## src/rtl/fseq_pkg.sv

```systemverilog
package fseq_pkg;
  localparam int BYTE_W = 8;
  localparam int CYC_W  = 2;
  localparam int TAIL_W = 2;

  typedef enum logic [2:0] {
    K_NONE  = 3'd0,
    K_IMM8  = 3'd1,
    K_IMM16 = 3'd2,
    K_STK   = 3'd3,
    K_RST   = 3'd4,
    K_ILL   = 3'd5
  } opk_e;

  function automatic opk_e opk_of(input logic [BYTE_W-1:0] op);
    opk_e k;
    k = K_NONE;
    if (op == 8'h00)
      k = K_RST;
    else if (op inside {[8'h02:8'h05], 8'h70, 8'h77, 8'h79, 8'h99, 8'h9A,
                        8'hA6, 8'hAD, 8'hB4})
      k = K_ILL;
    else if (op inside {8'h06, 8'h07, [8'h68:8'h6F], [8'h7A:8'h7F],
                        [8'h92:8'h95], [8'hCC:8'hCF], [8'hEC:8'hEF]})
      k = K_IMM16;
    else if (op inside {8'h24, [8'h71:8'h76], 8'h78, [8'hD0:8'hD4]})
      k = K_IMM8;
    else if (op inside {[8'hB0:8'hBF], [8'hD5:8'hD9]})
      k = K_STK;
    return k;
  endfunction

  function automatic logic [CYC_W-1:0] cyc_of(input opk_e k);
    logic [CYC_W-1:0] c;
    case (k)
      K_IMM8:         c = 2'd2;
      K_IMM16, K_STK: c = 2'd3;
      default:        c = 2'd1;
    endcase
    return c;
  endfunction

  function automatic logic [TAIL_W-1:0] tail_of(input opk_e k);
    logic [TAIL_W-1:0] t;
    case (k)
      K_IMM8, K_STK: t = 2'd1;
      K_IMM16:       t = 2'd2;
      default:       t = 2'd0;
    endcase
    return t;
  endfunction
endpackage

```

## src/rtl/fseq_decode.sv

```systemverilog
module fseq_decode import fseq_pkg::*; (
  input  logic [BYTE_W-1:0] op,
  output opk_e              kind,
  output logic [TAIL_W-1:0] tail
);
  always_comb begin
    kind = opk_of(op);
    tail = tail_of(kind);
  end
endmodule

```

## src/rtl/fseq_imm.sv

```systemverilog
module fseq_imm import fseq_pkg::*; #(
  parameter int IMM_W = 16
) (
  input  logic              clk,
  input  logic              rst_n,
  input  logic              clr,
  input  logic              shift,
  input  logic [BYTE_W-1:0] byte_in,
  output logic [IMM_W-1:0]  imm_next
);
  localparam int KEEP_W = IMM_W - BYTE_W;

  logic [IMM_W-1:0] imm_q;

  always_comb begin
    if (clr)
      imm_next = '0;
    else if (shift)
      imm_next = {imm_q[KEEP_W-1:0], byte_in};
    else
      imm_next = imm_q;
  end

  always_ff @(posedge clk) begin
    if (!rst_n) imm_q <= '0;
    else        imm_q <= imm_next;
  end

  // the newest byte always lands in the low byte, pushing older ones up
  p_be_order_r4: assert property (@(posedge clk) disable iff (!rst_n)
    (shift && !clr) |=> (imm_q[BYTE_W-1:0] == $past(byte_in)));
  // a new opcode starts with an empty operand
  p_clear_r5: assert property (@(posedge clk) disable iff (!rst_n)
    clr |=> (imm_q == '0));
endmodule

```

## src/rtl/fseq_ctrl.sv

```systemverilog
module fseq_ctrl import fseq_pkg::*; #(
  parameter int ADDR_W = 16
) (
  input  logic              clk,
  input  logic              rst_n,
  input  logic              mem_ready,
  input  logic [BYTE_W-1:0] mem_rdata,
  input  logic [ADDR_W-1:0] stack_ptr,
  input  logic              slot_free,
  input  opk_e              dec_kind,
  input  logic [TAIL_W-1:0] dec_tail,
  output logic              mem_rd_valid,
  output logic [ADDR_W-1:0] mem_addr,
  output logic              cap_op,
  output logic              cap_byte,
  output logic              load_rec,
  output logic [BYTE_W-1:0] rec_opcode,
  output opk_e              rec_kind,
  output logic [BYTE_W-1:0] rec_data,
  output logic [ADDR_W-1:0] rec_daddr
);
  localparam logic [ADDR_W-1:0] ADDR_ONE = ADDR_W'(1);
  localparam logic [TAIL_W-1:0] TAIL_ONE = TAIL_W'(1);

  typedef enum logic [1:0] {ST_OP, ST_IMM, ST_DAT} st_e;

  st_e               st_q;
  logic [ADDR_W-1:0] pc_q;
  logic [ADDR_W-1:0] daddr_q;
  logic [TAIL_W-1:0] rem_q;
  logic [BYTE_W-1:0] op_q;
  opk_e              kind_q;
  logic              fire;
  logic              last_imm;
  logic              dat_done;

  always_comb begin
    mem_rd_valid = (st_q == ST_OP) ? slot_free : 1'b1;
    mem_addr     = (st_q == ST_DAT) ? daddr_q : pc_q;
    fire         = mem_rd_valid && mem_ready;
    cap_op       = fire && (st_q == ST_OP);
    cap_byte     = fire && (st_q == ST_IMM);
    dat_done     = fire && (st_q == ST_DAT);
    last_imm     = cap_byte && (rem_q == TAIL_ONE);
    load_rec     = (cap_op && (dec_tail == '0))
                 || (last_imm && (kind_q != K_STK))
                 || dat_done;
    rec_opcode   = (st_q == ST_OP) ? mem_rdata : op_q;
    rec_kind     = (st_q == ST_OP) ? dec_kind : kind_q;
    rec_data     = (st_q == ST_DAT) ? mem_rdata : '0;
    rec_daddr    = (st_q == ST_DAT) ? daddr_q : '0;
  end

  always_ff @(posedge clk) begin
    if (!rst_n) begin
      st_q    <= ST_OP;
      pc_q    <= '0;
      daddr_q <= '0;
      rem_q   <= '0;
      op_q    <= '0;
      kind_q  <= K_NONE;
    end else begin
      if (cap_op) begin
        op_q   <= mem_rdata;
        kind_q <= dec_kind;
        rem_q  <= dec_tail;
        pc_q   <= (dec_kind == K_RST) ? '0 : pc_q + ADDR_ONE;
        if (dec_tail != '0) st_q <= ST_IMM;
      end
      if (cap_byte) begin
        pc_q  <= pc_q + ADDR_ONE;
        rem_q <= rem_q - TAIL_ONE;
        if (rem_q == TAIL_ONE) begin
          if (kind_q == K_STK) begin
            st_q    <= ST_DAT;
            daddr_q <= stack_ptr + ADDR_W'(mem_rdata);
          end else begin
            st_q <= ST_OP;
          end
        end
      end
      if (dat_done) st_q <= ST_OP;
    end
  end

  // a refused read keeps its request and address
  p_stall_hold_r9: assert property (@(posedge clk) disable iff (!rst_n)
    (mem_rd_valid && !mem_ready) |=> (mem_rd_valid && $stable(mem_addr)));
  // each consumed operand byte moves the read pointer by one
  p_addr_step_r2: assert property (@(posedge clk) disable iff (!rst_n)
    cap_byte |=> (pc_q == $past(pc_q) + ADDR_ONE));
  // the clear opcode sends fetching back to address zero
  p_clear_home_r7: assert property (@(posedge clk) disable iff (!rst_n)
    (cap_op && dec_kind == K_RST) |=> (pc_q == '0 && st_q == ST_OP));
  // the data read follows straight after the offset byte
  p_stk_data_r6: assert property (@(posedge clk) disable iff (!rst_n)
    (last_imm && kind_q == K_STK) |=> (st_q == ST_DAT && mem_rd_valid));
endmodule

```

## src/rtl/fseq_outreg.sv

```systemverilog
module fseq_outreg import fseq_pkg::*; #(
  parameter int ADDR_W = 16,
  parameter int IMM_W  = 16
) (
  input  logic              clk,
  input  logic              rst_n,
  input  logic              load,
  input  logic [BYTE_W-1:0] rec_opcode,
  input  opk_e              rec_kind,
  input  logic [IMM_W-1:0]  rec_imm,
  input  logic [BYTE_W-1:0] rec_data,
  input  logic [ADDR_W-1:0] rec_daddr,
  input  logic              out_ready,
  output logic              out_valid,
  output logic [BYTE_W-1:0] out_opcode,
  output opk_e              out_kind,
  output logic [IMM_W-1:0]  out_imm,
  output logic [CYC_W-1:0]  out_cycles,
  output logic [ADDR_W-1:0] out_daddr,
  output logic [BYTE_W-1:0] out_data,
  output logic              ill_q,
  output logic              clr_q
);
  always_ff @(posedge clk) begin
    if (!rst_n) begin
      out_valid  <= 1'b0;
      out_opcode <= '0;
      out_kind   <= K_NONE;
      out_imm    <= '0;
      out_cycles <= '0;
      out_daddr  <= '0;
      out_data   <= '0;
      ill_q      <= 1'b0;
      clr_q      <= 1'b0;
    end else begin
      ill_q <= load && (rec_kind == K_ILL);
      clr_q <= load && (rec_kind == K_RST);
      if (load) begin
        out_valid  <= 1'b1;
        out_opcode <= rec_opcode;
        out_kind   <= rec_kind;
        out_imm    <= rec_imm;
        out_cycles <= cyc_of(rec_kind);
        out_daddr  <= rec_daddr;
        out_data   <= rec_data;
      end else if (out_ready) begin
        out_valid <= 1'b0;
      end
    end
  end

  // a held record is never overwritten
  p_no_clobber_r10: assert property (@(posedge clk) disable iff (!rst_n)
    (out_valid && !out_ready) |-> !load);
  // a refused record stays unchanged
  p_hold_r10: assert property (@(posedge clk) disable iff (!rst_n)
    (out_valid && !out_ready) |=> (out_valid && $stable(out_opcode)
      && $stable(out_imm) && $stable(out_kind) && $stable(out_daddr)
      && $stable(out_data)));
  // pulses last one cycle
  p_pulse_short_r8: assert property (@(posedge clk) disable iff (!rst_n)
    (ill_q || clr_q) |=> !(ill_q || clr_q));
endmodule

```

## src/rtl/fetch_seq.sv

```systemverilog
module fetch_seq import fseq_pkg::*; #(
  parameter int ADDR_W = 16,
  parameter int IMM_W  = 16
) (
  input  logic              clk,
  input  logic              rst_n,
  output logic              mem_rd_valid,
  input  logic              mem_ready,
  output logic [ADDR_W-1:0] mem_addr,
  input  logic [7:0]        mem_rdata,
  input  logic [ADDR_W-1:0] stack_ptr,
  output logic              ins_valid,
  input  logic              ins_ready,
  output logic [7:0]        ins_opcode,
  output logic [2:0]        ins_kind,
  output logic [IMM_W-1:0]  ins_imm,
  output logic [1:0]        ins_cycles,
  output logic [ADDR_W-1:0] ins_daddr,
  output logic [7:0]        ins_data,
  output logic              illegal_pulse,
  output logic              clear_pulse
);
  opk_e              dec_kind;
  logic [TAIL_W-1:0] dec_tail;
  logic              slot_free;
  logic              cap_op;
  logic              cap_byte;
  logic              load_rec;
  logic [BYTE_W-1:0] rec_opcode;
  opk_e              rec_kind;
  logic [BYTE_W-1:0] rec_data;
  logic [ADDR_W-1:0] rec_daddr;
  logic [IMM_W-1:0]  imm_next;
  opk_e              out_kind;

  assign slot_free = !ins_valid || ins_ready;
  assign ins_kind  = out_kind;

  fseq_decode u_dec (
    .op   (mem_rdata),
    .kind (dec_kind),
    .tail (dec_tail)
  );

  fseq_ctrl #(.ADDR_W(ADDR_W)) u_ctrl (
    .clk          (clk),
    .rst_n        (rst_n),
    .mem_ready    (mem_ready),
    .mem_rdata    (mem_rdata),
    .stack_ptr    (stack_ptr),
    .slot_free    (slot_free),
    .dec_kind     (dec_kind),
    .dec_tail     (dec_tail),
    .mem_rd_valid (mem_rd_valid),
    .mem_addr     (mem_addr),
    .cap_op       (cap_op),
    .cap_byte     (cap_byte),
    .load_rec     (load_rec),
    .rec_opcode   (rec_opcode),
    .rec_kind     (rec_kind),
    .rec_data     (rec_data),
    .rec_daddr    (rec_daddr)
  );

  fseq_imm #(.IMM_W(IMM_W)) u_imm (
    .clk      (clk),
    .rst_n    (rst_n),
    .clr      (cap_op),
    .shift    (cap_byte),
    .byte_in  (mem_rdata),
    .imm_next (imm_next)
  );

  fseq_outreg #(.ADDR_W(ADDR_W), .IMM_W(IMM_W)) u_out (
    .clk        (clk),
    .rst_n      (rst_n),
    .load       (load_rec),
    .rec_opcode (rec_opcode),
    .rec_kind   (rec_kind),
    .rec_imm    (imm_next),
    .rec_data   (rec_data),
    .rec_daddr  (rec_daddr),
    .out_ready  (ins_ready),
    .out_valid  (ins_valid),
    .out_opcode (ins_opcode),
    .out_kind   (out_kind),
    .out_imm    (ins_imm),
    .out_cycles (ins_cycles),
    .out_daddr  (ins_daddr),
    .out_data   (ins_data),
    .ill_q      (illegal_pulse),
    .clr_q      (clear_pulse)
  );

  // a held record blocks further reads
  p_backpressure_r10: assert property (@(posedge clk) disable iff (!rst_n)
    (ins_valid && !ins_ready) |-> !mem_rd_valid);
  // the two pulses are exclusive
  p_pulse_excl_r8: assert property (@(posedge clk) disable iff (!rst_n)
    $onehot0({illegal_pulse, clear_pulse}));
  // the unassigned-opcode pulse rides on its own record
  p_ill_rec_r8: assert property (@(posedge clk) disable iff (!rst_n)
    illegal_pulse |-> (ins_valid && out_kind == K_ILL));
  // the clear pulse rides on its own record
  p_clr_rec_r7: assert property (@(posedge clk) disable iff (!rst_n)
    clear_pulse |-> (ins_valid && out_kind == K_RST));
  // right after reset, the port asks for address zero
  p_reset_state_r1: assert property (@(posedge clk)
    !rst_n |=> (!ins_valid && mem_rd_valid && mem_addr == '0));
endmodule

```

## config.mk

```make
export PLATFORM = sky130hd
export DESIGN_NAME = fetch_seq
export DESIGN_NICKNAME = d
export VERILOG_FILES = /design/src/rtl/fseq_pkg.sv /design/src/rtl/fseq_decode.sv /design/src/rtl/fseq_imm.sv /design/src/rtl/fseq_ctrl.sv /design/src/rtl/fseq_outreg.sv /design/src/rtl/fetch_seq.sv
export SDC_FILE = /design/constraint.sdc
export NUM_CORES = 1
export LEC_CHECK = 0
export ABC_AREA = 1
export BUFFER_PORTS_ARGS = -buffer_cell sky130_fd_sc_hd__buf_2
export CAP_MARGIN = 40
export CORE_AREA = 5 5 95 115
export DETAILED_ROUTE_END_ITERATION = 8
export DIE_AREA = 0 0 100 120
export HOLD_SLACK_MARGIN = 0.02
export PLACE_DENSITY = 0.83
export RECOVER_POWER = 50
export SLEW_MARGIN = 20
export SYNTH_ARGS = -nofsm -noshare
export SYNTH_HDL_FRONTEND = slang
export SYNTH_SLANG_ARGS = --single-unit
```

## constraint.sdc

```tcl
create_clock -name clk -period 2.7 [get_ports clk]
set_input_delay 0 -clock clk [delete_from_list [all_inputs] [get_ports clk]]
set_output_delay 0 -clock clk [all_outputs]
set_load 0.01 [all_outputs]
```

==> results.txt <==
- Number of cells on the worst reg-to-reg path: 9
- 101 I/O pins were placed.
- Last weighted congestion value of the routability-driven placer: 1.03
* Maximum fanout count along the critical path: 9
- Cell repeated most along the worst path: sky130_fd_sc_hd__nand3_1
* Total via count in the routed design: 5,798
* Instance count of the mapped netlist: 821
- Final hold violations: 0
- Total Negative Setup Slacks: 0 ns
- Headroom to the max-slew limit came out at 46.8%.
- Element type at the critical path end: flip-flop
* Synth Net Count: 860
- Summed area of non-filler cells in the final layout: 6950 sq um
* Layout cell share with drive strength beyond 1: 10.9%
- The critical path contains buffers and inverters numbering 5 combined.
* Area overhead of the layout relative to synthesis: 22.8%
- IR analysis of the VDD net gives a maximum drop of 0.000427 V.
- After synthesis the cells add up to 5660 sq um.
- For this run, the total global-route usage over all layers was measured as 27.2%.
- Highest cell delay on the worst timing path: 0.58 ns
- After synthesis the netlist holds a flip-flop and latch count of 119.
- Standard cell core area: 9760 sq um
- In this run the number of H-tree levels came out at 4.
- The via count of the first global-routing pass is 5,687.
- First-pass iteration count of the detailed router: 6
- In this run, CTS created clock tree buffers numbering 17.
- For the pin with the worst max-slew slack, the measured transition is 0.797 ns.
- Die Ht: 120 microns
- The floorplan has 40 rows.
- Remaining DRCs: 0
* Highest-utilization routing layer at the global route stage: met2
* Buffer levels on the longest clock path: 2
- # Max-Cap Violations: 0
- Pin count of the biggest net entering global routing: 45
- The most used flip-flop cell after synthesis is sky130_fd_sc_hd__dfxtp_1.
- Average wire length per cell after detail routing: 14.7 microns
* Number of library cell types mapped by synthesis: 40
- Final Critical Period: 2.52 ns
- TritonCTS clock tree: yes
- The run finished with clean final reports.
* Share of synthesized area occupied by flip-flops and latches: 42.1%
- Sequential fraction of design power: 39.1%
* Hold WS: 0.0560 ns
* Critical Path RT: 3.01 ns
- The die covers 12,000 sq um.
- Final clock period utilization by the worst path: 93.5%
- Among cell families on the critical path, the largest total delay comes from buffers and inverters.
- Net Sw Frac: 25.6%
- Worst Hold Path EP: u_ctrl.st_q[0]
* Net switching power figure: 1.24 mW
- Combinational logic is responsible for 13.0% of the overall power.
- Achievable clock frequency: 396 MHz
* Master of the slowest instance on the critical path: sky130_fd_sc_hd__dlygate4sd3_1
* Mapped Avg Cell Area: 6.89 sq um
- Standby leakage power: 3.04 nW
- In the global route stage, met1 resource usage came out at 31.2%.
* Startpoint of the most critical hold path: mem_ready
* Pwr/cell area: 695 nW/um^2
* WHS Path Cells: 4
* Port-buffer cells: 100
* Worst reg2reg endpoint: u_ctrl.pc_q[14]
* Number of warnings reported in the yosys synthesis log: 0
- Setup slack on the worst reg-to-reg path comes out at 0.42 ns.
* Met3 capacity usage during global routing: 8.49%
- The number of antenna diodes in the final layout is 0.
- Antenna violations before repair: 0
* First-pass GRT wire length: 26.0 mm
- For the worst setup path, the data arrival time is 2.84 ns.
- For this run the aggregate overflow at the end of global routing stands at 0.
- Kind of launch point of the worst setup path: primary input
- Yosys mapped a number of flops with a built-in enable equal to 0.
- The total count of max-transition violations in the final report is 0.
* Total wire length after detailed routing: 15.7 mm
- The signal on the critical path passes through dlygate4sd3_1, buf_2, ha_1, nand3_1, nand3_1, inv_1, o21ai_2, nand3_1, nand2_1, nand2_1, o21ai_0, nand3_1, dlygate4sd3_1, nand2_1, inv_1.
- Setup repair after global routing missed its margin: false
* Starting density of the core: 58.0%
* Clock network fraction of design power: 48.0%
- Number of endpoints failing setup at the final stage: 0
- Clock latency reported for the late side of the worst-skew pair: 0.41 ns
- CTS saw 119 sinks.
- Detail Placement HPWL: 10.9 mm
- By startpoint and endpoint, the worst setup path is classified as in2reg.
- Clock input transition at the sequential cells of the worst setup and hold paths: 0.05 ns
- For this run, asynchronously set or reset flops after synthesis account for 0%.
- DP Area: 6200 sq um
- Met2 Track Usage GR: 45.8%
* NumNets Final: 970
- The internal power of the cells totals 3.59 mW.
- Clk_skew: 0.00877 ns
- After layout, the design draws a total of 4.83 mW.
- Path type of the worst min-delay path: in2reg
* Routed vias/inst: 5.42
- Cell chosen for the clock root: sky130_fd_sc_hd__clkbuf_16
- Critical R2R Launch: u_ctrl.st_q[1]
* Number of antenna-violating nets in the routed design: 0
- The die is 100 microns wide.
- First-iteration detailed-routing DRC count: 351
cell usage in the layout (no fill, tap or decap), types with 2 or more instances in the layout:
| cell | instances |
|---|---|
| sky130_fd_sc_hd__nand2_1 | 187 |
| sky130_fd_sc_hd__nor2_1 | 121 |
| sky130_fd_sc_hd__dfxtp_1 | 119 |
| sky130_fd_sc_hd__o21ai_0 | 81 |
| sky130_fd_sc_hd__inv_1 | 75 |
| sky130_fd_sc_hd__clkbuf_1 | 64 |
| sky130_fd_sc_hd__buf_2 | 42 |
| sky130_fd_sc_hd__a21oi_1 | 41 |
| sky130_fd_sc_hd__nand3_1 | 37 |
| sky130_fd_sc_hd__o21ai_1 | 22 |
| sky130_fd_sc_hd__dlygate4sd3_1 | 19 |
| sky130_fd_sc_hd__nor3_1 | 18 |
| sky130_fd_sc_hd__clkbuf_16 | 17 |
| sky130_fd_sc_hd__nand4_1 | 11 |
| sky130_fd_sc_hd__ha_1 | 9 |
| sky130_fd_sc_hd__xor2_1 | 8 |
| sky130_fd_sc_hd__a211oi_1 | 8 |
| sky130_fd_sc_hd__inv_2 | 6 |
| sky130_fd_sc_hd__o211ai_1 | 6 |
| sky130_fd_sc_hd__nand2_2 | 4 |
| sky130_fd_sc_hd__clkbuf_8 | 4 |
| sky130_fd_sc_hd__buf_4 | 4 |
| sky130_fd_sc_hd__nor2_2 | 3 |
| sky130_fd_sc_hd__a31oi_1 | 3 |
| sky130_fd_sc_hd__or2_2 | 3 |
| sky130_fd_sc_hd__xnor2_1 | 3 |
| sky130_fd_sc_hd__bufinv_16 | 3 |
| sky130_fd_sc_hd__nand2_4 | 2 |
| sky130_fd_sc_hd__mux2i_1 | 2 |
| sky130_fd_sc_hd__clkinv_2 | 2 |
| sky130_fd_sc_hd__clkbuf_2 | 2 |
stage by stage:
stage                     utilization, %  setup slack [ns]  cells
after floorplan                        -             0.912    821
after global placement              63.6             0.673   1018
after detailed placement            63.6             0.582   1018
after CTS                           71.8            0.0509   1069
after global routing                71.2           0.00367   1070
final                               71.2             0.175   1070
power groups by stage:
stage	combinational, mW	clock [mW]	sequential [mW]
after floorplan	0.405	0	1.94
after global placement	0.597	0	1.92
after detailed placement	0.608	0	1.92
after CTS	0.631	2.32	1.88
after global routing	0.711	2.41	1.90
final	0.626	2.32	1.89
tightest hold or removal path, delay by kind of cell:
kind                   cells  cell delay, ns
buffers and inverters      2            0.20
and+or+nand+nor            1            0.12
AOI/OAI and AO/OA          1            0.11
flip-flops by register name (all words and copies together) (netlist names), 8 cells and up:
| name | flops |
|---|---|
| u_ctrl.daddr_q | 16 |
| u_ctrl.op_q | 8 |
| u_ctrl.pc_q | 16 |
| u_imm.imm_q | 16 |
| u_out.out_daddr | 16 |
| u_out.out_data | 8 |
| u_out.out_imm | 16 |
| u_out.out_opcode | 8 |
what timing repair did:
action,in CTS,in global routing
endpoints found under the setup margin,0,2
hold endpoints to repair,22,0
buffers inserted,0,1
gates resized for setup,0,12
hold buffers,19,0
cells by family (layout without fill, tap and decap cells):
logic type / Yosys count / after routing / synth area share (%)
flops: 119 / 119 / 42.1
fa+ha+maj: 11 / 11 / 2.56
xor+xnor: 11 / 11 / 1.70
simple gates: 394 / 394 / 29.2
mux: 2 / 2 / 0.354
compound gates: 165 / 165 / 15.5
buf+inv: 119 / 242 / 8.64
worst max-delay path by stage:
| stage | slack, ns | endpoint | cells after the start | from |
|---|---|---|---|---|
| after detailed placement | 0.58 | u_ctrl.daddr_q[12] | 16 | mem_rdata[0] |
| after CTS | 0.05 | u_ctrl.daddr_q[13] | 15 | mem_rdata[2] |
| after global placement | 0.67 | u_ctrl.daddr_q[12] | 16 | mem_rdata[0] |
| after floorplan | 0.91 | u_ctrl.pc_q[8] | 12 | u_ctrl.st_q[0] |
| final | 0.18 | u_ctrl.daddr_q[13] | 15 | mem_rdata[2] |
| after global routing | 0.004 | u_ctrl.daddr_q[13] | 15 | mem_rdata[2] |
cells in the mapped netlist, types with 2 or more instances:
master | instances | share of area, %
sky130_fd_sc_hd__nand4_1 | 11 | 1.2
sky130_fd_sc_hd__nor3_1 | 18 | 1.6
sky130_fd_sc_hd__inv_1 | 75 | 5.0
sky130_fd_sc_hd__nand2_1 | 190 | 13
sky130_fd_sc_hd__nor2_2 | 2 | 0.22
sky130_fd_sc_hd__xnor2_1 | 3 | 0.46
sky130_fd_sc_hd__xor2_1 | 8 | 1.2
sky130_fd_sc_hd__inv_2 | 6 | 0.40
sky130_fd_sc_hd__clkbuf_1 | 19 | 1.3
sky130_fd_sc_hd__or2_2 | 3 | 0.33
sky130_fd_sc_hd__buf_2 | 9 | 0.80
sky130_fd_sc_hd__ha_1 | 10 | 2.2
sky130_fd_sc_hd__mux2i_1 | 2 | 0.35
sky130_fd_sc_hd__a211oi_1 | 8 | 1.1
sky130_fd_sc_hd__a21oi_1 | 41 | 3.6
sky130_fd_sc_hd__o211ai_1 | 6 | 0.80
sky130_fd_sc_hd__nor2_1 | 123 | 8.2
sky130_fd_sc_hd__nand3_1 | 37 | 3.3
sky130_fd_sc_hd__dfxtp_1 | 119 | 42
sky130_fd_sc_hd__o21ai_0 | 82 | 7.3
sky130_fd_sc_hd__buf_4 | 6 | 0.80
sky130_fd_sc_hd__nand2_4 | 2 | 0.40
sky130_fd_sc_hd__o21ai_1 | 22 | 1.9
sky130_fd_sc_hd__a31oi_1 | 3 | 0.33
per-layer routing:
layer  wire length (microns)  share of wire, %  up-vias
met5                       0                 0        -
met4                     483               3.1        0
met3                    1230               7.8       38
met2                    7770                50      243
met1                    6210                40     2628
li1                        -                 -     2889
cell type report:
| type | instances | area [sq um] |
|---|---|---|
| sequential | 119 | 2380 |
| inverter | 82 | 308 |
| fill | 833 | 2810 |
| multi-input combinational | 583 | 2810 |
| clock inverter | 7 | 116 |
| clock buffer | 25 | 495 |
| tap | 126 | 158 |
| timing repair buffer | 128 | 677 |
(Power assumes the default switching activity.)
